**config.mk**
```make
export PLATFORM = sky130hd
export DESIGN_NAME = i2c_tgt_frontend
export DESIGN_NICKNAME = d
export VERILOG_FILES = /design/src/rtl/i2c_tgt_pkg.sv /design/src/rtl/i2c_tgt_deglitch.sv /design/src/rtl/i2c_tgt_cond.sv /design/src/rtl/i2c_tgt_addr_fsm.sv /design/src/rtl/i2c_tgt_frontend.sv
export SDC_FILE = /design/constraint.sdc
export NUM_CORES = 1
export LEC_CHECK = 0
export CORE_MARGIN = 4
export CORE_UTILIZATION = 35
export CTS_BUF_LIST = sky130_fd_sc_hd__clkbuf_8
export DETAILED_ROUTE_END_ITERATION = 12
export PLACE_DENSITY = 0.53
export RECOVER_POWER = 50
export SETUP_SLACK_MARGIN = 0.05
export SLEW_MARGIN = 20
export SYNTH_ARGS = -nofsm -noshare
export SYNTH_HDL_FRONTEND = slang
export SYNTH_HIERARCHICAL = 1
export SYNTH_SLANG_ARGS = --single-unit
```
**constraint.sdc**
```tcl
create_clock -name clk -period 1.34 [get_ports clk]
set_input_delay 0.201 -clock clk [delete_from_list [all_inputs] [get_ports clk]]
set_output_delay 0.201 -clock clk [all_outputs]
set_load 0.02 [all_outputs]
```
**src/rtl/i2c_tgt_pkg.sv**
```systemverilog
package i2c_tgt_pkg;
  localparam int unsigned ADDR_W     = 7;
  localparam int unsigned FRAME_BITS = ADDR_W + 1;
  localparam int unsigned CNT_W      = $clog2(FRAME_BITS + 1);
  localparam logic [ADDR_W-1:0] GC_ADDR = '0;

  typedef enum logic [2:0] {
    ST_IDLE,
    ST_ADDR,
    ST_HOLD,
    ST_ACK,
    ST_SKIP
  } tgt_state_e;
endpackage

```
**src/rtl/i2c_tgt_deglitch.sv**
```systemverilog
module i2c_tgt_deglitch #(
  parameter int unsigned NSAMP   = 2,
  parameter logic        RST_VAL = 1'b1
) (
  input  logic clk,
  input  logic rst_n,
  input  logic line_i,
  output logic line_o
);
  logic [NSAMP-1:0] hist_q, hist_d;
  logic             lvl_q, lvl_d;
  logic             agree;

  always_comb begin
    hist_d = {hist_q[NSAMP-2:0], line_i};
    agree  = (&hist_q) | ~(|hist_q);
    lvl_d  = agree ? hist_q[0] : lvl_q;
  end

  always_ff @(posedge clk or negedge rst_n) begin
    if (!rst_n) begin
      hist_q <= {NSAMP{RST_VAL}};
      lvl_q  <= RST_VAL;
    end else begin
      hist_q <= hist_d;
      lvl_q  <= lvl_d;
    end
  end

  assign line_o = lvl_q;


  filt_agree_chk: assert property (@(posedge clk) disable iff (!rst_n)
    (line_o != $past(line_o)) |-> ($past(line_i, 2) == line_o));
endmodule

```
**src/rtl/i2c_tgt_cond.sv**
```systemverilog
module i2c_tgt_cond (
  input  logic clk,
  input  logic rst_n,
  input  logic scl_f,
  input  logic sda_f,
  output logic start_o,
  output logic stop_o,
  output logic rise_o,
  output logic fall_o
);
  logic scl_q, sda_q;

  always_ff @(posedge clk or negedge rst_n) begin
    if (!rst_n) begin
      scl_q <= 1'b1;
      sda_q <= 1'b1;
    end else begin
      scl_q <= scl_f;
      sda_q <= sda_f;
    end
  end

  always_comb begin
    start_o = scl_f & scl_q & sda_q & ~sda_f;
    stop_o  = scl_f & scl_q & ~sda_q & sda_f;
    rise_o  = scl_f & ~scl_q;
    fall_o  = ~scl_f & scl_q;
  end
endmodule

```
**src/rtl/i2c_tgt_addr_fsm.sv**
```systemverilog
module i2c_tgt_addr_fsm
  import i2c_tgt_pkg::*;
(
  input  logic              clk,
  input  logic              rst_n,
  input  logic              start_i,
  input  logic              stop_i,
  input  logic              rise_i,
  input  logic              fall_i,
  input  logic              scl_f,
  input  logic              sda_f,
  input  logic [ADDR_W-1:0] own_addr_i,
  input  logic              ack_en_i,
  input  logic              gc_en_i,
  input  logic              ready_i,
  output logic              busy_o,
  output logic              sda_drive_o,
  output logic              scl_hold_o,
  output logic              match_stb_o,
  output logic              match_gc_o,
  output logic              rnw_o
);
  tgt_state_e            state_q, state_d;
  logic [CNT_W-1:0]      cnt_q, cnt_d;
  logic [FRAME_BITS-1:0] sh_q, sh_d;
  logic                  stb_q, stb_d;
  logic                  gc_q, gc_d;
  logic                  rnw_q, rnw_d;
  logic [ADDR_W-1:0]     addr_w;
  logic                  dir_w, hit_own, hit_gc, frame_done;

  always_comb begin
    addr_w     = sh_q[FRAME_BITS-1:1];
    dir_w      = sh_q[0];
    hit_own    = ack_en_i && (addr_w == own_addr_i);
    hit_gc     = gc_en_i && (addr_w == GC_ADDR) && !dir_w;
    frame_done = (cnt_q == CNT_W'(FRAME_BITS));
    state_d = state_q;
    cnt_d   = cnt_q;
    sh_d    = sh_q;
    stb_d   = 1'b0;
    gc_d    = gc_q;
    rnw_d   = rnw_q;
    if (start_i) begin
      state_d = ST_ADDR;
      cnt_d   = '0;
      sh_d    = '0;
    end else if (stop_i) begin
      state_d = ST_IDLE;
    end else begin
      unique case (state_q)
        ST_ADDR: begin
          if (rise_i && !frame_done) begin
            sh_d  = {sh_q[FRAME_BITS-2:0], sda_f};
            cnt_d = cnt_q + CNT_W'(1);
          end else if (fall_i && frame_done) begin
            if (hit_own || hit_gc) begin
              state_d = ST_HOLD;
              gc_d    = hit_gc;
              rnw_d   = dir_w;
            end else begin
              state_d = ST_SKIP;
            end
          end
        end
        ST_HOLD: begin
          if (ready_i) begin
            state_d = ST_ACK;
            stb_d   = 1'b1;
          end
        end
        ST_ACK: begin
          if (fall_i) state_d = ST_SKIP;
        end
        default: ;
      endcase
    end
  end

  always_ff @(posedge clk or negedge rst_n) begin
    if (!rst_n) begin
      state_q <= ST_IDLE;
      cnt_q   <= '0;
      sh_q    <= '0;
      stb_q   <= 1'b0;
      gc_q    <= 1'b0;
      rnw_q   <= 1'b0;
    end else begin
      state_q <= state_d;
      cnt_q   <= cnt_d;
      sh_q    <= sh_d;
      stb_q   <= stb_d;
      gc_q    <= gc_d;
      rnw_q   <= rnw_d;
    end
  end

  assign busy_o      = (state_q != ST_IDLE);
  assign sda_drive_o = (state_q == ST_ACK);
  assign scl_hold_o  = (state_q == ST_HOLD) | stb_q;
  assign match_stb_o = stb_q;
  assign match_gc_o  = gc_q;
  assign rnw_o       = rnw_q;


  start_busy_chk: assert property (@(posedge clk) disable iff (!rst_n)
    start_i |=> busy_o);

  stop_free_chk: assert property (@(posedge clk) disable iff (!rst_n)
    (stop_i && !start_i) |=> !busy_o);

  restart_addr_chk: assert property (@(posedge clk) disable iff (!rst_n)
    start_i |=> (state_q == ST_ADDR) && (cnt_q == '0));

  ack_scl_low_chk: assert property (@(posedge clk) disable iff (!rst_n)
    $rose(sda_drive_o) |-> !scl_f);

  ack_under_hold_chk: assert property (@(posedge clk) disable iff (!rst_n)
    $rose(sda_drive_o) |-> scl_hold_o);

  stb_with_ack_chk: assert property (@(posedge clk) disable iff (!rst_n)
    match_stb_o |-> sda_drive_o);
endmodule

```
**src/rtl/i2c_tgt_frontend.sv**
```systemverilog
module i2c_tgt_frontend
  import i2c_tgt_pkg::*;
#(
  parameter int unsigned NSAMP = 2
) (
  input  logic              clk,
  input  logic              rst_n,
  input  logic              scl_i,
  input  logic              sda_i,
  input  logic [ADDR_W-1:0] own_addr_i,
  input  logic              ack_en_i,
  input  logic              gc_en_i,
  input  logic              ready_i,
  output logic              scl_hold_o,
  output logic              sda_drive_o,
  output logic              busy_o,
  output logic              match_stb_o,
  output logic              match_gc_o,
  output logic              rnw_o
);
  localparam int unsigned NLINES = 2;

  logic [1:0]        rsync_q;
  logic              rst_int_n;
  logic [NLINES-1:0] raw_w, filt_w;
  logic              start_w, stop_w, rise_w, fall_w;

  always_ff @(posedge clk or negedge rst_n) begin
    if (!rst_n) rsync_q <= 2'b00;
    else        rsync_q <= {rsync_q[0], 1'b1};
  end
  assign rst_int_n = rsync_q[1];

  assign raw_w = {scl_i, sda_i};

  for (genvar g = 0; g < NLINES; g++) begin : g_line
    i2c_tgt_deglitch #(.NSAMP(NSAMP), .RST_VAL(1'b1)) u_flt (
      .clk    (clk),
      .rst_n  (rst_int_n),
      .line_i (raw_w[g]),
      .line_o (filt_w[g])
    );
  end

  i2c_tgt_cond u_cond (
    .clk     (clk),
    .rst_n   (rst_int_n),
    .scl_f   (filt_w[1]),
    .sda_f   (filt_w[0]),
    .start_o (start_w),
    .stop_o  (stop_w),
    .rise_o  (rise_w),
    .fall_o  (fall_w)
  );

  i2c_tgt_addr_fsm u_fsm (
    .clk         (clk),
    .rst_n       (rst_int_n),
    .start_i     (start_w),
    .stop_i      (stop_w),
    .rise_i      (rise_w),
    .fall_i      (fall_w),
    .scl_f       (filt_w[1]),
    .sda_f       (filt_w[0]),
    .own_addr_i  (own_addr_i),
    .ack_en_i    (ack_en_i),
    .gc_en_i     (gc_en_i),
    .ready_i     (ready_i),
    .busy_o      (busy_o),
    .sda_drive_o (sda_drive_o),
    .scl_hold_o  (scl_hold_o),
    .match_stb_o (match_stb_o),
    .match_gc_o  (match_gc_o),
    .rnw_o       (rnw_o)
  );
endmodule

```
==> results of run 1 <==
==> metal layers <==
layer	part of all wire [%]	wire length, um
met5	0	0
met4	1.1	31
met1	44	1290
met3	1.8	53
met2	53	1540
==> sequential cells by signal (all words and copies together), names as in the netlist <==
signal,cells
g_line.u_flt/hist_q,4
g_line.u_flt/line_o,2
rsync_q,2
u_cond/scl_q,1
u_cond/sda_q,1
u_fsm/cnt_q,4
u_fsm/match_gc_o,1
u_fsm/match_stb_o,1
u_fsm/rnw_o,1
u_fsm/sh_q,8
u_fsm/state_q,3
==> through the flow <==
stage                     hold slack [ps]  utilization, %  instance area, sq um
after floorplan                     -94.6               -                  1290
after global placement                190            51.8                  1780
after detailed placement              186            51.8                  1780
after CTS                            75.2            53.8                  1850
after global routing                  133            56.8                  1960
final                                 149            56.8                  1960
==> final timing paths <==
kind	start	to	slack, ps	cells past startpoint
max in group asynchronous	rsync_q[1]$_DFF_PN0_	u_fsm/state_q[2]$_DFFE_PN0P_	450	1
setup / recovery	g_line[0].u_flt/line_o$_DFFE_PN1P_	u_fsm/match_gc_o$_DFFE_PN0P_	-370	6
hold / removal	rst_n	rsync_q[1]$_DFF_PN0_	150	1
setup reg to reg	g_line[0].u_flt/line_o$_DFFE_PN1P_	u_fsm/match_gc_o$_DFFE_PN0P_	-370	6
hold reg to reg	rsync_q[1]$_DFF_PN0_	u_fsm/match_gc_o$_DFFE_PN0P_	340	1
min in group clk	rsync_q[0]$_DFF_PN0_	rsync_q[1]$_DFF_PN0_	360	0
==> area by class of cell <==
class | instances | area share (%)
clock buffers | 3 | 2.11
clock inverters | 1 | 0.192
inverters | 3 | 0.576
multi-input cells | 72 | 32.4
flip-flops and latches | 28 | 36.3
well taps | 46 | 2.94
repair buffers | 59 | 25.5
==> cell usage after synthesis (all sizes together) (2+ instances only) <==
master	count
dfrtp	20
a22o	8
dfstp	8
nor2	8
nand2	7
xnor2	7
nor3	5
inv	3
nand4	3
o21ai	3
a22oi	2
and2b	2
and4b	2
buf	2
ha	2
maj3	2
mux2	2
or3	2
xor2	2
==> repair_timing <==
item | CTS | global route
buffers inserted | 2 | 7
pin swaps | 10 | 5
hold buffers | 0 | 0
gates resized for setup | 26 | 21
setup endpoints to repair | 24 | 21
==> kinds of logic (layout without fill, tap and decap cells) <==
| logic type | after synthesis | in the layout | synth area share (%) |
|---|---|---|---|
| simple gates | 39 | 39 | 19.6 |
| mux | 3 | 3 | 2.82 |
| flops | 28 | 28 | 55.3 |
| other cells | 1 | 1 | 0.292 |
| xor+xnor | 9 | 9 | 6.13 |
| fa+ha+maj | 4 | 4 | 3.70 |
| compound gates | 16 | 16 | 9.63 |
| buf+inv | 5 | 66 | 2.63 |
==> report_power, final <==
part / internal, mW / switching [mW]
combinational: 0.683 / 0.457
sequential: 1.00 / 0.117
clock: 0.205 / 0.243
total: 1.89 / 0.816
==> critical path, stage by stage (launching register included) <==
cell and delay (ps):
dfstp_2 550, and4b_2 250, nor2_4 120, nand2_2 70
or3_4 360, nor3_4 170, o22ai_2 80
==> metrics.csv, run 1 <==
stage,metric,value,unit
setup_path,start_kind,flip-flop,
cts,clkSlewWorstSetupHoldPaths,90,ps
place,dp_hpwl,2.14,mm
grt,grt_max_degree,16,
grt,gr-usage-met3,2.11,%
power_and_ir_drop,total_power,2.71,mW
final_layout,drive_gt1_share,49.4,%
drt,via_per_inst,4.73,
place,place_ws,-401,ps
power_and_ir_drop,peakVddDrop,0.675,mV
setup_path,crit_type,reg -> reg,
place,portBuffers,19,
timing,fin_worst_skew,4.10,ps
setup_path,worstPathRequired,1500,ps
cts,clock_latency,270,ps
status,violations,negative setup slack,
grt,grt_pass1_wl,4.80,mm
synthesis,synthesis.nets,121,
timing,worst_pin_slew,770,ps
synthesis,synth-edff-count,0,
grt,overflow,0,
final_layout,num_antenna_cells,0,
hold_path,hp-class,in -> async,
flow_run,drv_cap,0,
timing,rsz0062_at_grt,yes,
timing,max_freq,584,MHz
final_layout,regArea,711,sq um
drt,drt-initial-drc-count,46,
cts,cts_buffer_depth,2,
final_layout,multi_input_area,633,sq um
floorplan,die_w,68.6,um
setup_path,end_kind,flip-flop,
floorplan,die_h,68.6,um
power_and_ir_drop,total_leakage_power,0.903,nW
final_layout,n_fill_cell,311,
cts,cts.sinks,28,
grt,antenna_found_initial,0,
synthesis,yosysSeqAreaShare,55.3,%
final_layout,layout_commonest_cell,buf_4,
final_layout,nets,183,
floorplan,row_count,21,
timing,fin_ws,-371,ps
synthesis,yosysWarnings,6,
grt,met1_usage,17.1,%
synthesis,postSynth.asyncResetShare,100,%
grt,grt_pass1_vias,1099,
timing,min_period,1710,ps
cts,cts_tree,yes,
synthesis,synth_area_leaders,"dfrtp_1 39%, dfstp_2 16%, xnor2_1 4.8%, a22o_1 4.1%, ha_1 1.9%",
grt,grt-busiest-layer,met2,
synthesis,synth_ff_type,dfrtp_1,
floorplan,ios,20,
synthesis,netlist_area,0.00129,sq mm
synthesis,synth.distinct_cells,42,
timing,hold_viol,0,
cts,cts_buffers,3,
status,status,"complete, but fails checks",
floorplan,start_util,37.4,%
timing,post-route-period-util,128,%
synthesis,synth.largest_area_cell,dfrtp_1,
synthesis,syn_inst,105,
synthesis,syn_avg_cell_area,12.2,sq um
synthesis,ys_seq_elements,28,
timing,setup_viol_count_final,19,
cts,h-tree-depth,1,
final_layout,syn_to_final_growth,52.0,%
power_and_ir_drop,p_per_area,1380,mW/mm^2
timing,maxSlewHeadroom,48.7,%
drt,ant_nets,0,
floorplan,design.die.area,0.00471,sq mm
setup_path,cp.arrival,1870,ps
synthesis,synth_top_cell_area_share,38.9,%
final_layout,final_cell_mix,"34 x buf_4, 20 x dfrtp_1, 10 x clkdlybuf4s50_1, 8 x dfstp_2",
place,dp_cells,203,
floorplan,core_region_area,0.00344,sq mm
grt,gr-usage-all-layers,13.7,%
setup_path,crit_fanout,3,
grt,met2_usage,24.1,%
final_layout,layout.cells.non_filler,212,
timing,slew_violations,0,
place,place_congestion,0.814,
drt,drc,0,
timing,setup_tns,-4920,ps
cts,cts_root_buffer,clkbuf_8,
drt,drt_pass1_iterations,3,
drt,wl_per_cell,13.7,um
drt,vias,1002,
drt,finalWirelength,2.91,mm
No activity file was read; power rests on OpenSTA's default activity.
==> run 2, diff against run 1 <==
--- a/config.mk
+++ b/config.mk
@@ -5,11 +5,12 @@
 export SDC_FILE = /design/constraint.sdc
 export NUM_CORES = 1
 export LEC_CHECK = 0
+export ABC_AREA = 1
 export CORE_MARGIN = 4
 export CORE_UTILIZATION = 35
 export CTS_BUF_LIST = sky130_fd_sc_hd__clkbuf_8
 export DETAILED_ROUTE_END_ITERATION = 12
-export PLACE_DENSITY = 0.53
+export PLACE_DENSITY = 0.52
 export RECOVER_POWER = 50
 export SETUP_SLACK_MARGIN = 0.05
 export SLEW_MARGIN = 20
==> run 2 against run 1 <==
The run still ends with negative setup slack left. Sequential share of layout area shrank 2.1 points. Final area is 6.1% higher. Count of clock-buffer cells in the layout is the same. Routed wire length increased by 7.2%. Non-clock buffer count fell by 11. Register-to-register slack gained 260 ps. Setup slack better by 260 ps. Sequential power about the same. Core utilization shrank 2.2 points. Critical path type unchanged. Largest power group unchanged. Highest routed layer is now met3.
==> metrics.csv, run 2 <==
stage,metric,value,unit,change
drt,top_layer,met3,,
setup_path,critPathSlowestCell,dfrtp_1,,
final_layout,drive_gt1_share,35.8,%,-14 points
drt,finalWirelength,3.12,mm,+7.2%
timing,maxSlewHeadroom,43.7,%,-5.0 points
floorplan,core_region_area,0.00380,sq mm,+10%
synthesis,syn_inst,182,,+73%
setup_path,crit_chain,buf_6 > nor3_4 > buf_4 > nand3b_1 > nor2_2 > nand2_1 > nand2_1 > o21ai_1,,
synthesis,synthesis.nets,198,,+64%
timing,min_period,1450,ps,-260 ps
final_layout,multi_input_area,661,sq um,+4.3%
power_and_ir_drop,peakVddDrop,0.775,mV,+15%
place,place_congestion,0.831,,+2.0%
timing,worst_pin_slew,845,ps,+75.3 ps
timing,setup_viol_count_final,20,,+1
setup_path,worstPathRequired,1510,ps,about the same
final_layout,largest_reg_flops,8,,unchanged
setup_path,cp_top_family,simple AND/OR/NAND/NOR gates,,
floorplan,start_util,37.4,%,+0.049 points
setup_path,worstReg2RegStart,u_fsm/state_q[2]$_DFFE_PN0P_,,
synthesis,synth_top_cell_area_share,35.2,%,-3.7 points
final_layout,num_antenna_cells,0,,unchanged
grt,grt_pass1_wl,5.28,mm,+10%
grt,gr-usage-all-layers,12.5,%,-1.2 points
timing,fin_ws,-111,ps,+260 ps
synthesis,yosysWarnings,6,,unchanged
place,place_area,0.00181,sq mm,+1.3%
drt,drt_pass1_iterations,4,,+1
grt,overflow,0,,unchanged
final_layout,final_cell_mix,"40 x nand2_1, 27 x inv_1, 21 x buf_4, 20 x dfrtp_1, 14 x nand3_1",,
synthesis,synth.most_common_cell,nand2_1,,
cts,hold_buffers,0,,unchanged
setup_path,crit_type,reg -> reg,,
synthesis,synth_ff_type,dfrtp_1,,
hold_path,hp-class,in -> async,,
floorplan,ios,20,,unchanged
cts,cts_buffers,3,,unchanged
status,violations,negative setup slack,,
place,dp_cells,266,,+31%
floorplan,design.die.area,0.00514,sq mm,+9.3%
synthesis,synth-edff-count,0,,unchanged
setup_path,end_kind,flip-flop,,
drt,vias,1275,,+27%
cts,cts_root_buffer,clkbuf_8,,
final_layout,regArea,711,sq um,unchanged
final_layout,reg_top3,"u_fsm/sh_q (8), g_line.u_flt/hist_q (4), u_fsm/cnt_q (4)",,
timing,slew_violations,0,,unchanged
power_and_ir_drop,total_leakage_power,1.01,nW,+12%
status,status,"complete, but fails checks",,
timing,setup_tns,-1520,ps,+3410 ps
timing,holdWs,147,ps,-1.59 ps
cts,cts_tree,yes,,
floorplan,die_w,71.7,um,+4.5%
grt,grt_max_degree,17,,+1
grt,antenna_found_initial,0,,unchanged
final_layout,top_register,u_fsm/sh_q,,
final_layout,nets,249,,+36%
timing,max_freq,689,MHz,+18%
drt,dr_wl_met2,1.63,mm,+5.9%
final_layout,syn_to_final_growth,46.0,%,
setup_path,timing.rr.end,u_fsm/match_gc_o$_DFFE_PN0P_,,
cts,h-tree-depth,1,,unchanged
setup_path,path_buf_inv,2,,+2
timing,hold_viol,0,,unchanged
cts,clkSlewWorstSetupHoldPaths,100,ps,about the same
setup_path,slowest_delay,410,ps,-140 ps
synthesis,syn_avg_cell_area,7.81,sq um,-36%
place,dp_hpwl,2.29,mm,+7.0%
timing,post-route-period-util,108,%,-19 points
drt,via_per_inst,4.55,,-3.7%
floorplan,row_count,22,,+4.8%
grt,grt_pass1_vias,1254,,+14%
drt,met3_length,114,um,+120%
power_and_ir_drop,total_power,3.11,mW,+15%
final_layout,n_fill_cell,357,,+15%
final_layout,final_util,54.6,%,-2.2 points
setup_path,crit_top_cell,nand2_1,,
synthesis,synth_area_leaders,"dfrtp_1 35%, dfstp_2 15%, nand2_1 12%, inv_1 9.5%, nand3_1 6.3%",,
flow_run,drv_cap,0,,unchanged
setup_path,r2r_slack,-110,ps,+260 ps
place,place_ws,-203,ps,+198 ps
synthesis,ys_seq_elements,28,,unchanged
synthesis,yosysSeqAreaShare,50.0,%,-5.3 points
power_and_ir_drop,p_per_area,1500,mW/mm^2,+8.3%
setup_path,crit_fanout,3,,unchanged
synthesis,netlist_area,0.00142,sq mm,+11%
cts,cts.sinks,28,,unchanged
cts,clock_latency,270,ps,about the same
cts,cts_buffer_depth,2,,unchanged
floorplan,die_h,71.7,um,+4.5%
synthesis,synth.largest_area_cell,dfrtp_1,,
setup_path,r2r_cells,8,,+2
timing,rsz0062_at_grt,yes,,
synthesis,synth.distinct_cells,24,,-43%
drt,wl_per_cell,11.1,um,-19%
place,portBuffers,19,,unchanged
final_layout,postLayoutCellArea,0.00208,sq mm,+6.1%
synthesis,synth_commonest_cells,"45 x nand2_1, 36 x inv_1, 20 x dfrtp_1",,
drt,m1WireLength,1.37,mm,+6.8%
timing,fin_worst_skew,6.27,ps,+2.17 ps
setup_path,cp.arrival,1620,ps,-250 ps
final_layout,layout.cells.non_filler,280,,+32%
drt,ant_nets,0,,unchanged
synthesis,postSynth.asyncResetShare,100,%,unchanged
drt,drt-initial-drc-count,35,,-24%
setup_path,start_kind,flip-flop,,
final_layout,layout_commonest_cell,nand2_1,,
drt,drc,0,,unchanged
run 2: cell types whose count changed after synthesis, sizes merged, moves of 3 or more:
cell / change
a21oi: +4
o21ai: +13
nand4: -3
nand3: +17
a22o: -8
nand2: +41
inv: +34
xnor2: -7
nor2: +11
run 2: kinds of logic after synthesis:
family | after synthesis | synth area share [%]
adders and majority gates | 2 | 1.76
AOI/OAI and AO/OA | 21 | 8.36
and+or+nand+nor | 90 | 28.1
DFF | 28 | 50.0
other | 1 | 0.264
xor gates and xnor gates | 1 | 0.616
buffers and inverters | 39 | 10.9
run 2: final cells by class:
type	count	area share, %
Clock buffer	3	1.99
Clock inverter	1	1.45
Inverter	37	6.81
Multi-Input combinational cell	115	31.8
Sequential cell	28	34.2
Tap cell	48	2.89
Timing Repair Buffer	48	20.8
run 2: metal layers:
layer | global-route usage (%) | vias to the layer above
met4 | 1.67 | 0
met5 | 0 | -
li1 | - | 660
met3 | 3.65 | 0
met2 | 20.7 | 17
met1 | 16.6 | 598
run 2: worst max-delay path by stage:
stage                                             from                           end  slack [ps]  depth (start not counted)
floorplan           g_line[0].u_flt/line_o$_DFFE_PN1P_     u_fsm/sh_q[3]$_DFFE_PN0P_          40                          8
global placement          u_fsm/state_q[2]$_DFFE_PN0P_                    scl_hold_o        -160                          5
detailed placement        u_fsm/state_q[2]$_DFFE_PN0P_                   sda_drive_o        -200                          5
CTS                       u_fsm/state_q[1]$_DFFE_PN0P_     u_fsm/sh_q[3]$_DFFE_PN0P_         -90                          7
global route              u_fsm/state_q[2]$_DFFE_PN0P_  u_fsm/match_gc_o$_DFFE_PN0P_        -190                          8
finish                    u_fsm/state_q[2]$_DFFE_PN0P_  u_fsm/match_gc_o$_DFFE_PN0P_        -110                          8
run 2: repair_timing:
item                       in CTS  in global routing
pin swaps                      11                 15
setup buffers                   3                  7
resized for setup              39                 24
setup endpoints to repair      23                 21
run 2: where the power goes:
| part | internal (mW) | switching, mW | total, mW |
|---|---|---|---|
| Combinational | 0.669 | 0.688 | 1.36 |
| Sequential | 0.990 | 0.108 | 1.10 |
| Clock | 0.400 | 0.258 | 0.657 |
==> run 3, diff against run 2 <==
--- a/config.mk
+++ b/config.mk
@@ -8,7 +8,7 @@
 export ABC_AREA = 1
 export CORE_MARGIN = 4
 export CORE_UTILIZATION = 35
-export CTS_BUF_LIST = sky130_fd_sc_hd__clkbuf_8
+export CTS_BUF_LIST = sky130_fd_sc_hd__clkbuf_4 sky130_fd_sc_hd__clkbuf_8
 export DETAILED_ROUTE_END_ITERATION = 12
 export PLACE_DENSITY = 0.52
 export RECOVER_POWER = 50
==> results of run 3 <==
Final layout, timing and power as in run 2 (identical DEF).
